==> config.mk <==
export PLATFORM = sky130hd
export DESIGN_NAME = ret_addr_stack
export DESIGN_NICKNAME = d
export VERILOG_FILES = /design/src/rtl/ret_addr_stack_pkg.sv /design/src/rtl/ret_addr_stack_ctrl.sv /design/src/rtl/ret_addr_stack_store.sv /design/src/rtl/ret_addr_stack_irq_gate.sv /design/src/rtl/ret_addr_stack.sv
export SDC_FILE = /design/constraint.sdc
export NUM_CORES = 1
export LEC_CHECK = 0
export BUFFER_PORTS_ARGS = -buffer_cell sky130_fd_sc_hd__clkbuf_2
export CAP_MARGIN = 20
export CORE_UTILIZATION = 49
export CTS_CLUSTER_SIZE = 40
export DETAILED_ROUTE_END_ITERATION = 10
export GPL_TIMING_DRIVEN = 0
export PLACE_DENSITY = 0.71
export SLEW_MARGIN = 15
export SYNTH_ARGS = -nofsm -noshare
export SYNTH_HDL_FRONTEND = slang
export SYNTH_HIERARCHICAL = 1
export SYNTH_SLANG_ARGS = --single-unit
==> constraint.sdc <==
create_clock -name clk -period 1.9 [get_ports clk]
set_clock_uncertainty 0.1 [all_clocks]
set_input_delay 0.19 -clock clk [delete_from_list [all_inputs] [get_ports clk]]
set_output_delay 0.19 -clock clk [all_outputs]
set_load 0.05 [all_outputs]
==> src/rtl/ret_addr_stack_pkg.sv <==
package ret_addr_stack_pkg;
  typedef enum logic [1:0] {
    STK_IDLE = 2'd0,
    STK_PUSH = 2'd1,
    STK_POP  = 2'd2
  } stk_op_e;
endpackage

==> src/rtl/ret_addr_stack_ctrl.sv <==
module ret_addr_stack_ctrl
  import ret_addr_stack_pkg::*;
#(
  parameter int DEPTH = 8
) (
  input  logic                     clk,
  input  logic                     rst_n,
  input  stk_op_e                  op,
  output logic [$clog2(DEPTH)-1:0] wr_idx,
  output logic [$clog2(DEPTH)-1:0] rd_idx,
  output logic                     full,
  output logic                     empty
);
  localparam int PTR_W = $clog2(DEPTH);
  localparam int CNT_W = $clog2(DEPTH + 1);

  logic [PTR_W-1:0] ptr_q, ptr_d;
  logic [CNT_W-1:0] cnt_q, cnt_d;

  assign full   = (cnt_q == CNT_W'(DEPTH));
  assign empty  = (cnt_q == '0);
  assign wr_idx = ptr_q;
  assign rd_idx = ptr_q - PTR_W'(1);

  // ring pointer: a push on a full ring overwrites the oldest level
  always_comb begin
    ptr_d = ptr_q;
    cnt_d = cnt_q;
    case (op)
      STK_PUSH: begin
        ptr_d = ptr_q + PTR_W'(1);
        if (!full) cnt_d = cnt_q + CNT_W'(1);
      end
      STK_POP: begin
        if (!empty) begin
          ptr_d = ptr_q - PTR_W'(1);
          cnt_d = cnt_q - CNT_W'(1);
        end
      end
      default: ;
    endcase
  end

  always_ff @(posedge clk or negedge rst_n) begin
    if (!rst_n) begin
      ptr_q <= '0;
      cnt_q <= '0;
    end else begin
      ptr_q <= ptr_d;
      cnt_q <= cnt_d;
    end
  end
endmodule

==> src/rtl/ret_addr_stack_store.sv <==
module ret_addr_stack_store #(
  parameter int DEPTH = 8,
  parameter int PC_W  = 13
) (
  input  logic                     clk,
  input  logic                     we,
  input  logic [$clog2(DEPTH)-1:0] wr_idx,
  input  logic [PC_W-1:0]          wdata,
  input  logic [$clog2(DEPTH)-1:0] rd_idx,
  output logic [PC_W-1:0]          rdata
);
  localparam int PTR_W = $clog2(DEPTH);

  logic [DEPTH-1:0][PC_W-1:0] bank;

  for (genvar g = 0; g < DEPTH; g++) begin : g_lvl
    logic [PC_W-1:0] lvl_q;
    logic            lvl_en;
    assign lvl_en = we && (wr_idx == PTR_W'(g));
    always_ff @(posedge clk) begin
      if (lvl_en) lvl_q <= wdata;
    end
    assign bank[g] = lvl_q;
  end

  assign rdata = bank[rd_idx];
endmodule

==> src/rtl/ret_addr_stack_irq_gate.sv <==
module ret_addr_stack_irq_gate (
  input  logic clk,
  input  logic rst_n,
  input  logic irq_req,
  input  logic stk_full,
  input  logic call,
  input  logic ret,
  output logic ack
);
  logic pend_q, pend_d;

  assign ack = pend_q && !stk_full && !call && !ret;

  always_comb begin
    pend_d = pend_q;
    if (ack)     pend_d = 1'b0;
    if (irq_req) pend_d = 1'b1;
  end

  always_ff @(posedge clk or negedge rst_n) begin
    if (!rst_n) pend_q <= 1'b0;
    else        pend_q <= pend_d;
  end
endmodule

==> src/rtl/ret_addr_stack.sv <==
module ret_addr_stack
  import ret_addr_stack_pkg::*;
#(
  parameter int DEPTH = 8,
  parameter int PC_W  = 13
) (
  input  logic            clk,
  input  logic            rst_n,
  input  logic            call_i,
  input  logic            ret_i,
  input  logic            irq_req_i,
  input  logic [PC_W-1:0] pc_i,
  output logic [PC_W-1:0] pc_o,
  output logic            irq_ack_o,
  output logic            full_o,
  output logic            underflow_o
);
  localparam int PTR_W = $clog2(DEPTH);

  logic             rst_meta, rst_sync_n;
  stk_op_e          op;
  logic [PTR_W-1:0] wr_idx, rd_idx;
  logic             stk_full, stk_empty;
  logic [PC_W-1:0]  top_val;
  logic [PC_W-1:0]  pc_q, pc_d;
  logic             uf_q, uf_d;
  logic             pop_en, push_en;

  always_ff @(posedge clk or negedge rst_n) begin
    if (!rst_n) begin
      rst_meta   <= 1'b0;
      rst_sync_n <= 1'b0;
    end else begin
      rst_meta   <= 1'b1;
      rst_sync_n <= rst_meta;
    end
  end

  // pop wins over any push in the same cycle
  assign pop_en  = ret_i;
  assign push_en = !ret_i && (call_i || irq_ack_o);

  always_comb begin
    op = STK_IDLE;
    if (pop_en)       op = STK_POP;
    else if (push_en) op = STK_PUSH;
  end

  ret_addr_stack_ctrl #(.DEPTH(DEPTH)) u_ctrl (
    .clk    (clk),
    .rst_n  (rst_sync_n),
    .op     (op),
    .wr_idx (wr_idx),
    .rd_idx (rd_idx),
    .full   (stk_full),
    .empty  (stk_empty)
  );

  ret_addr_stack_store #(.DEPTH(DEPTH), .PC_W(PC_W)) u_store (
    .clk    (clk),
    .we     (push_en),
    .wr_idx (wr_idx),
    .wdata  (pc_i),
    .rd_idx (rd_idx),
    .rdata  (top_val)
  );

  ret_addr_stack_irq_gate u_gate (
    .clk      (clk),
    .rst_n    (rst_sync_n),
    .irq_req  (irq_req_i),
    .stk_full (stk_full),
    .call     (call_i),
    .ret      (ret_i),
    .ack      (irq_ack_o)
  );

  always_comb begin
    pc_d = pc_q;
    uf_d = 1'b0;
    if (pop_en) begin
      pc_d = stk_empty ? '0 : top_val;
      uf_d = stk_empty;
    end
  end

  always_ff @(posedge clk or negedge rst_sync_n) begin
    if (!rst_sync_n) begin
      pc_q <= '0;
      uf_q <= 1'b0;
    end else begin
      pc_q <= pc_d;
      uf_q <= uf_d;
    end
  end

  assign pc_o        = pc_q;
  assign underflow_o = uf_q;
  assign full_o      = stk_full;
endmodule

# Word level (Yosys, flattened, before mapping)
# Cells that the tools add are included.
# word_totals
output_inout_bits,16
wordCells,67
ff_bits,128
input_bits,18
# op_classes
n_addsub,4
reduce_logical,22
n_lt_le_gt_ge,1
n_eq_ne,12
mux,13
# op_table
op,n
binary-select mux 13 bit (select 3 bit),1
two-way mux 13 bit,2
== test 3 bit (second input constant),4
logical AND 1 bit,12
two-way mux 4 bit,2
one-hot mux 4 bit (2 select lines),1
== test 3 x 2 -> 1 bit (second input constant),2
one-hot mux 3 bit (2 select lines),1
adder 4 x 1 -> 4 bit (second input constant),1
== test 4 bit (second input constant),1
logical NOT 4 bit,1
< comparator 3 x 4 -> 1 bit (second input constant),1
two-way mux 1 bit,4
!= test 2 bit (second input constant),2
nonzero test 2 bit,2
subtractor 4 x 1 -> 4 bit (second input constant),1
adder 3 x 1 -> 3 bit (second input constant),1
== test 3 x 1 -> 1 bit (second input constant),1
logical NOT 1 bit,3
logical NOT 3 bit,1
two-way mux 3 bit,1
AND reduction 3 bit,1
subtractor 3 x 1 -> 3 bit (second input constant),1
== test 2 x 1 -> 1 bit (second input constant),1
4 further kinds,4

# Logic depth before layout (Yosys ltp)
# logic_depth
depth_word,12
mapped_depth,14
depth_no_buf,13

# Hierarchy
# Netlist, hierarchy kept.
# modules_own_cells
module,n_inst,cells_per_inst,area_per_inst_um2,seq_area_each_um2
ret_addr_stack_store,1,163,4055.1,3123.0
ret_addr_stack,1,56,640.6,400.4
ret_addr_stack_ctrl,1,47,455.4,175.2
ret_addr_stack_irq_gate,1,5,47.5,25.0

# Worst setup path before layout
# OpenSTA, ideal clock, no wires.
# synth_path
kind,register to register
start,reg u_ctrl.cnt_q[1]
end,"reg u_store.g_lvl[0].lvl_q[0], enable pin"
period_less_slack_ns,4.843
required_ns,1.400
path_stages_with_launch,10
path_slack_ns,-2.943
setup_ns,0.400
n_path_buf,1
arrival_time_ns,4.344
path_cell_list,dfrtp_1 > buf_2 > nor3_1 > nand2_1 > inv_1 > nor4b_1 > nor2_1 > nor2_1 > nand2b_1 > nor3_1
# synth_via
elab_chain_cells,8
# synth_rtl
item,line_no,text
"start, declared",ret_addr_stack_ctrl.sv:18,"logic [CNT_W-1:0] cnt_q, cnt_d;"
"start signal, assigned",ret_addr_stack_ctrl.sv:50,cnt_q <= cnt_d;
== test 4 bit,ret_addr_stack_ctrl.sv:20,assign full = (cnt_q == CNT_W'(DEPTH));
via full_o,ret_addr_stack.sv:15,"output logic full_o,"
logical NOT 1 bit,--,
logical AND 1 bit (3 in series),ret_addr_stack_irq_gate.sv:12,assign ack = pend_q && !stk_full && !call && !ret;
via irq_ack_o,ret_addr_stack.sv:14,"output logic irq_ack_o,"
logical OR 1 bit,ret_addr_stack.sv:41,assign push_en = !ret_i && (call_i || irq_ack_o);
logical AND 1 bit,ret_addr_stack.sv:41,
via push_en,ret_addr_stack.sv:27,"logic pop_en, push_en;"
logical AND 1 bit,ret_addr_stack_store.sv:19,assign lvl_en = we && (wr_idx == PTR_W'(g));
via u_store.g_lvl[0].lvl_en,ret_addr_stack_store.sv:18,logic lvl_en;
"end signal, assigned",ret_addr_stack_store.sv:21,if (lvl_en) lvl_q <= wdata;
"end, declared",ret_addr_stack_store.sv:17,logic [PC_W-1:0] lvl_q;
# The timed path passes the listed nets, and every way through them passes these cells.
# A chain may end at the register's enable or synchronous reset.

# Final worst setup path
# layout_path
start,reg u_ctrl.cnt_q[1]
end,"reg u_store.g_lvl[1].lvl_q[7], enable pin"
# layout_via
elab_chain_cells,8
# layout_rtl
item,line_no
== test 4 bit,ret_addr_stack_ctrl.sv:20
logical NOT 1 bit,--
logical AND 1 bit (3 in series),ret_addr_stack_irq_gate.sv:12
logical OR 1 bit,ret_addr_stack.sv:41
logical AND 1 bit,ret_addr_stack.sv:41
via push_en,ret_addr_stack.sv:27
logical AND 1 bit,ret_addr_stack_store.sv:19
via u_store.g_lvl[1].lvl_en,ret_addr_stack_store.sv:18
"end signal, assigned",ret_addr_stack_store.sv:21
"end, declared",ret_addr_stack_store.sv:17
# The timed path passes the listed nets, and every way through them passes these cells.

==> impl_metrics.toml <==
[timing]
hold_viol_final = 0
fin_tns_setup_ns = -37.27
worstMarginPinSlew_ns = 0.840
max_freq_mhz = 437
hold_slack_ns = 0.142
setup_violations = 125
period_share_pct = 120
slew_headroom_pct = 44.0
min_period_ns = 2.29
setup_slack_ns = -0.388
slew_viol_final = 0
rsz0062_at_grt = "true"

[logic_synthesis]
synth_area_leaders = "edfxtp_1 60%, mux4_1 12%, dfrtp_1 12%"
synth_cell_types = 38
synth-async-reset-ratio_pct = 18.8
synth_cells = 271
synth_edf_count = 104
ys_warn_count = 6
syn_area_um2 = 5200
ys_ff_latch = 128
yosys_most_used_dff = "edfxtp_1"
avgSynthCellArea_um2 = 19.2
ys_seq_area_share_pct = 71.6
synth_top_area_share_pct = 60.1
syn_nets = 292
yosys.area.top_type = "edfxtp_1"

[drt]
vias = 2936
firstDrtPassIters = 4
via_per_inst = 5.54
ant_nets = 0
drt_wl_total_um = 11500
post-route-drc-count = 0
wl_per_cell_um = 21.8
drt_iter0_markers = 192

[placement]
gp_congestion = 0.691
pre_cts_slack_ns = -1.08
portBuffers = 33
dp_hpwl_um = 5590
dp.cells = 440
placed_area_um2 = 5670

[layout]
antennaDiodeCount = 0
syn2layout_area_growth_pct = 37.6
postLayoutCellArea_um2 = 7150
fin_nets = 402
instances_no_fill = 530
drive_gt1_share_pct = 44.2
layout_commonest_cell = "edfxtp_1"
fillers = 641
layout_common_cells = "104 x edfxtp_1, 32 x clkbuf_2, 20 x clkbuf_16"
final_util_pct = 69.3

[die]
die-area_um2 = 11000
core_um2 = 10300
die_w_um = 105
die_h_um = 105
start_util_pct = 50.4
io_pins = 34
row_count = 37

[global_route]
grt_pass1_vias = 3071
overflow = 0
grt.total_usage_pct = 22.7
grt_max_degree = 23
antenna_found_initial = 0
grt_pass1_wl_um = 17600

[setup_path]
crit_path_end_kind = "flop"
start_kind = "flop"
required_ns = 2.04
arrival_ns = 2.43
crit_type = "reg2reg"
path_max_fanout = 6

[flow_run]
cap_violations = 0

[clocking]
clk_pin_slew_ns = 0.06
clock_sinks = 128
clockBufferDepth = 2
cts_root_buf = "clkbuf_8"
tritoncts = "done"
clkLatencyLatePin_ns = 0.52
cts-htree-levels = 4
cts_buffers = 17

[outcome]
outcome = "finished, violations left"
violations = "setup timing"

[pwr]
p_leak_nw = 2.70
p_total_mw = 12.0
power_density_nw_per_um2 = 1680
vdd_drop_max_uv = 1030

[hold_path]
min_path_type = "in2reg"
==> path summary, 6_finish.rpt <==
| path | from | end | slack, ns | cells after the start |
|---|---|---|---|---|
| worst min register to register | rst_sync_n$_DFF_PN0_ | pc_o[6]$_DFFE_PN0P_ | 0.24 | 0 |
| worst max-delay path | u_ctrl/cnt_q[1]$_DFFE_PN0P_ | u_store/g_lvl[1].lvl_q[7]$_DFFE_PP_ | -0.39 | 12 |
| worst max register to register | u_ctrl/cnt_q[1]$_DFFE_PN0P_ | u_store/g_lvl[1].lvl_q[7]$_DFFE_PP_ | -0.39 | 12 |
| max in group asynchronous | rst_sync_n$_DFF_PN0_ | u_ctrl/wr_idx[0]$_DFFE_PN0P_ | 0.88 | 0 |
| min in group asynchronous | rst_sync_n$_DFF_PN0_ | pc_o[6]$_DFFE_PN0P_ | 0.24 | 0 |
| worst min-delay path | ret_i | u_gate/pend_q$_DFFE_PN0P_ | 0.14 | 3 |
==> where the power goes <==
| part | internal [mW] | total, mW | switching, mW | leakage, nW |
|---|---|---|---|---|
| logic | 2.66 | 5.28 | 2.62 | 1.19 |
| clock network | 1.90 | 3.09 | 1.19 | 0.279 |
| registers | 3.47 | 3.67 | 0.198 | 1.23 |
==> critical path, cell delays in order (launching register included) <==
cell        delay [ns]
dfrtp_1           0.39
nor3_4            0.05
nand2_2           0.08
clkinvlp_4        0.11
nor4b_4           0.25
nor2_2            0.09
nor2_4            0.19
buf_6             0.13
nand2b_4          0.08
buf_6             0.13
nor2_4            0.13
buf_6             0.14
buf_16            0.11
==> synthesized netlist by cell type (2+ instances only) <==
cell        n
a22o_1      4
mux2_2     13
a21oi_1     2
xnor2_1     4
o21ai_1     9
inv_1      15
mux4_2      2
nand3_1     2
ha_1        3
dfrtp_1    24
buf_6       4
nand3b_1    9
buf_2       3
nor2_1     15
xor2_1      2
nand2b_1    3
nand2_1     6
nor3_1      4
nor4_1      2
edfxtp_1  104
mux4_1     24
==> kinds of logic (layout without fill, tap and decap cells) <==
family                     Yosys count  after routing  share of synthesized area, %
xor gates and xnor gates             6              6                          1.01
and+or+nand+nor                     46             46                          4.81
buffers and inverters               26            149                          2.62
DFF                                128            128                          71.6
AOI/OAI and AO/OA                   21             21                          3.03
other                                1              1                        0.0721
muxes                               40             40                          16.1
adders and majority gates            3              3                         0.722
==> final cells by class <==
cell class | count | area (um2) | area share [%]
Tap cell | 136 | 170 | 2.38
Timing Repair Buffer | 92 | 952 | 13.3
Multi-Input combinational cell | 117 | 1530 | 21.4
Inverter | 15 | 60.1 | 0.840
Buffer | 10 | 133 | 1.85
Sequential cell | 128 | 3730 | 52.1
Clock buffer | 21 | 472 | 6.59
Clock inverter | 11 | 105 | 1.47
==> state kept, by name, indices dropped and copies added (netlist names) <==
register and cells:
pc_o 13, rst_meta 1, rst_sync_n 1, u_ctrl/cnt_q 4, u_ctrl/wr_idx 3, u_gate/pend_q 1
u_store/g_lvl.lvl_q 104, underflow_o 1
==> metal layers <==
layer	track usage [%]	vias up	part of all wire [%]
li1	-	1310	-
met1	28.2	1497	42
met2	37.6	103	51
met3	5.68	26	4.5
met4	10.7	0	2.5
met5	0	-	0
==> repair_timing <==
item                       4_1_cts  5_1_grt
pin swaps                       16       11
setup buffers                   35        6
gates resized for setup         57       19
gates cloned                     4        0
setup endpoints to repair      125      126
hold buffers                    17        0
hold endpoints to repair       107        0
Note: power is estimated with default switching activity, not from simulation.
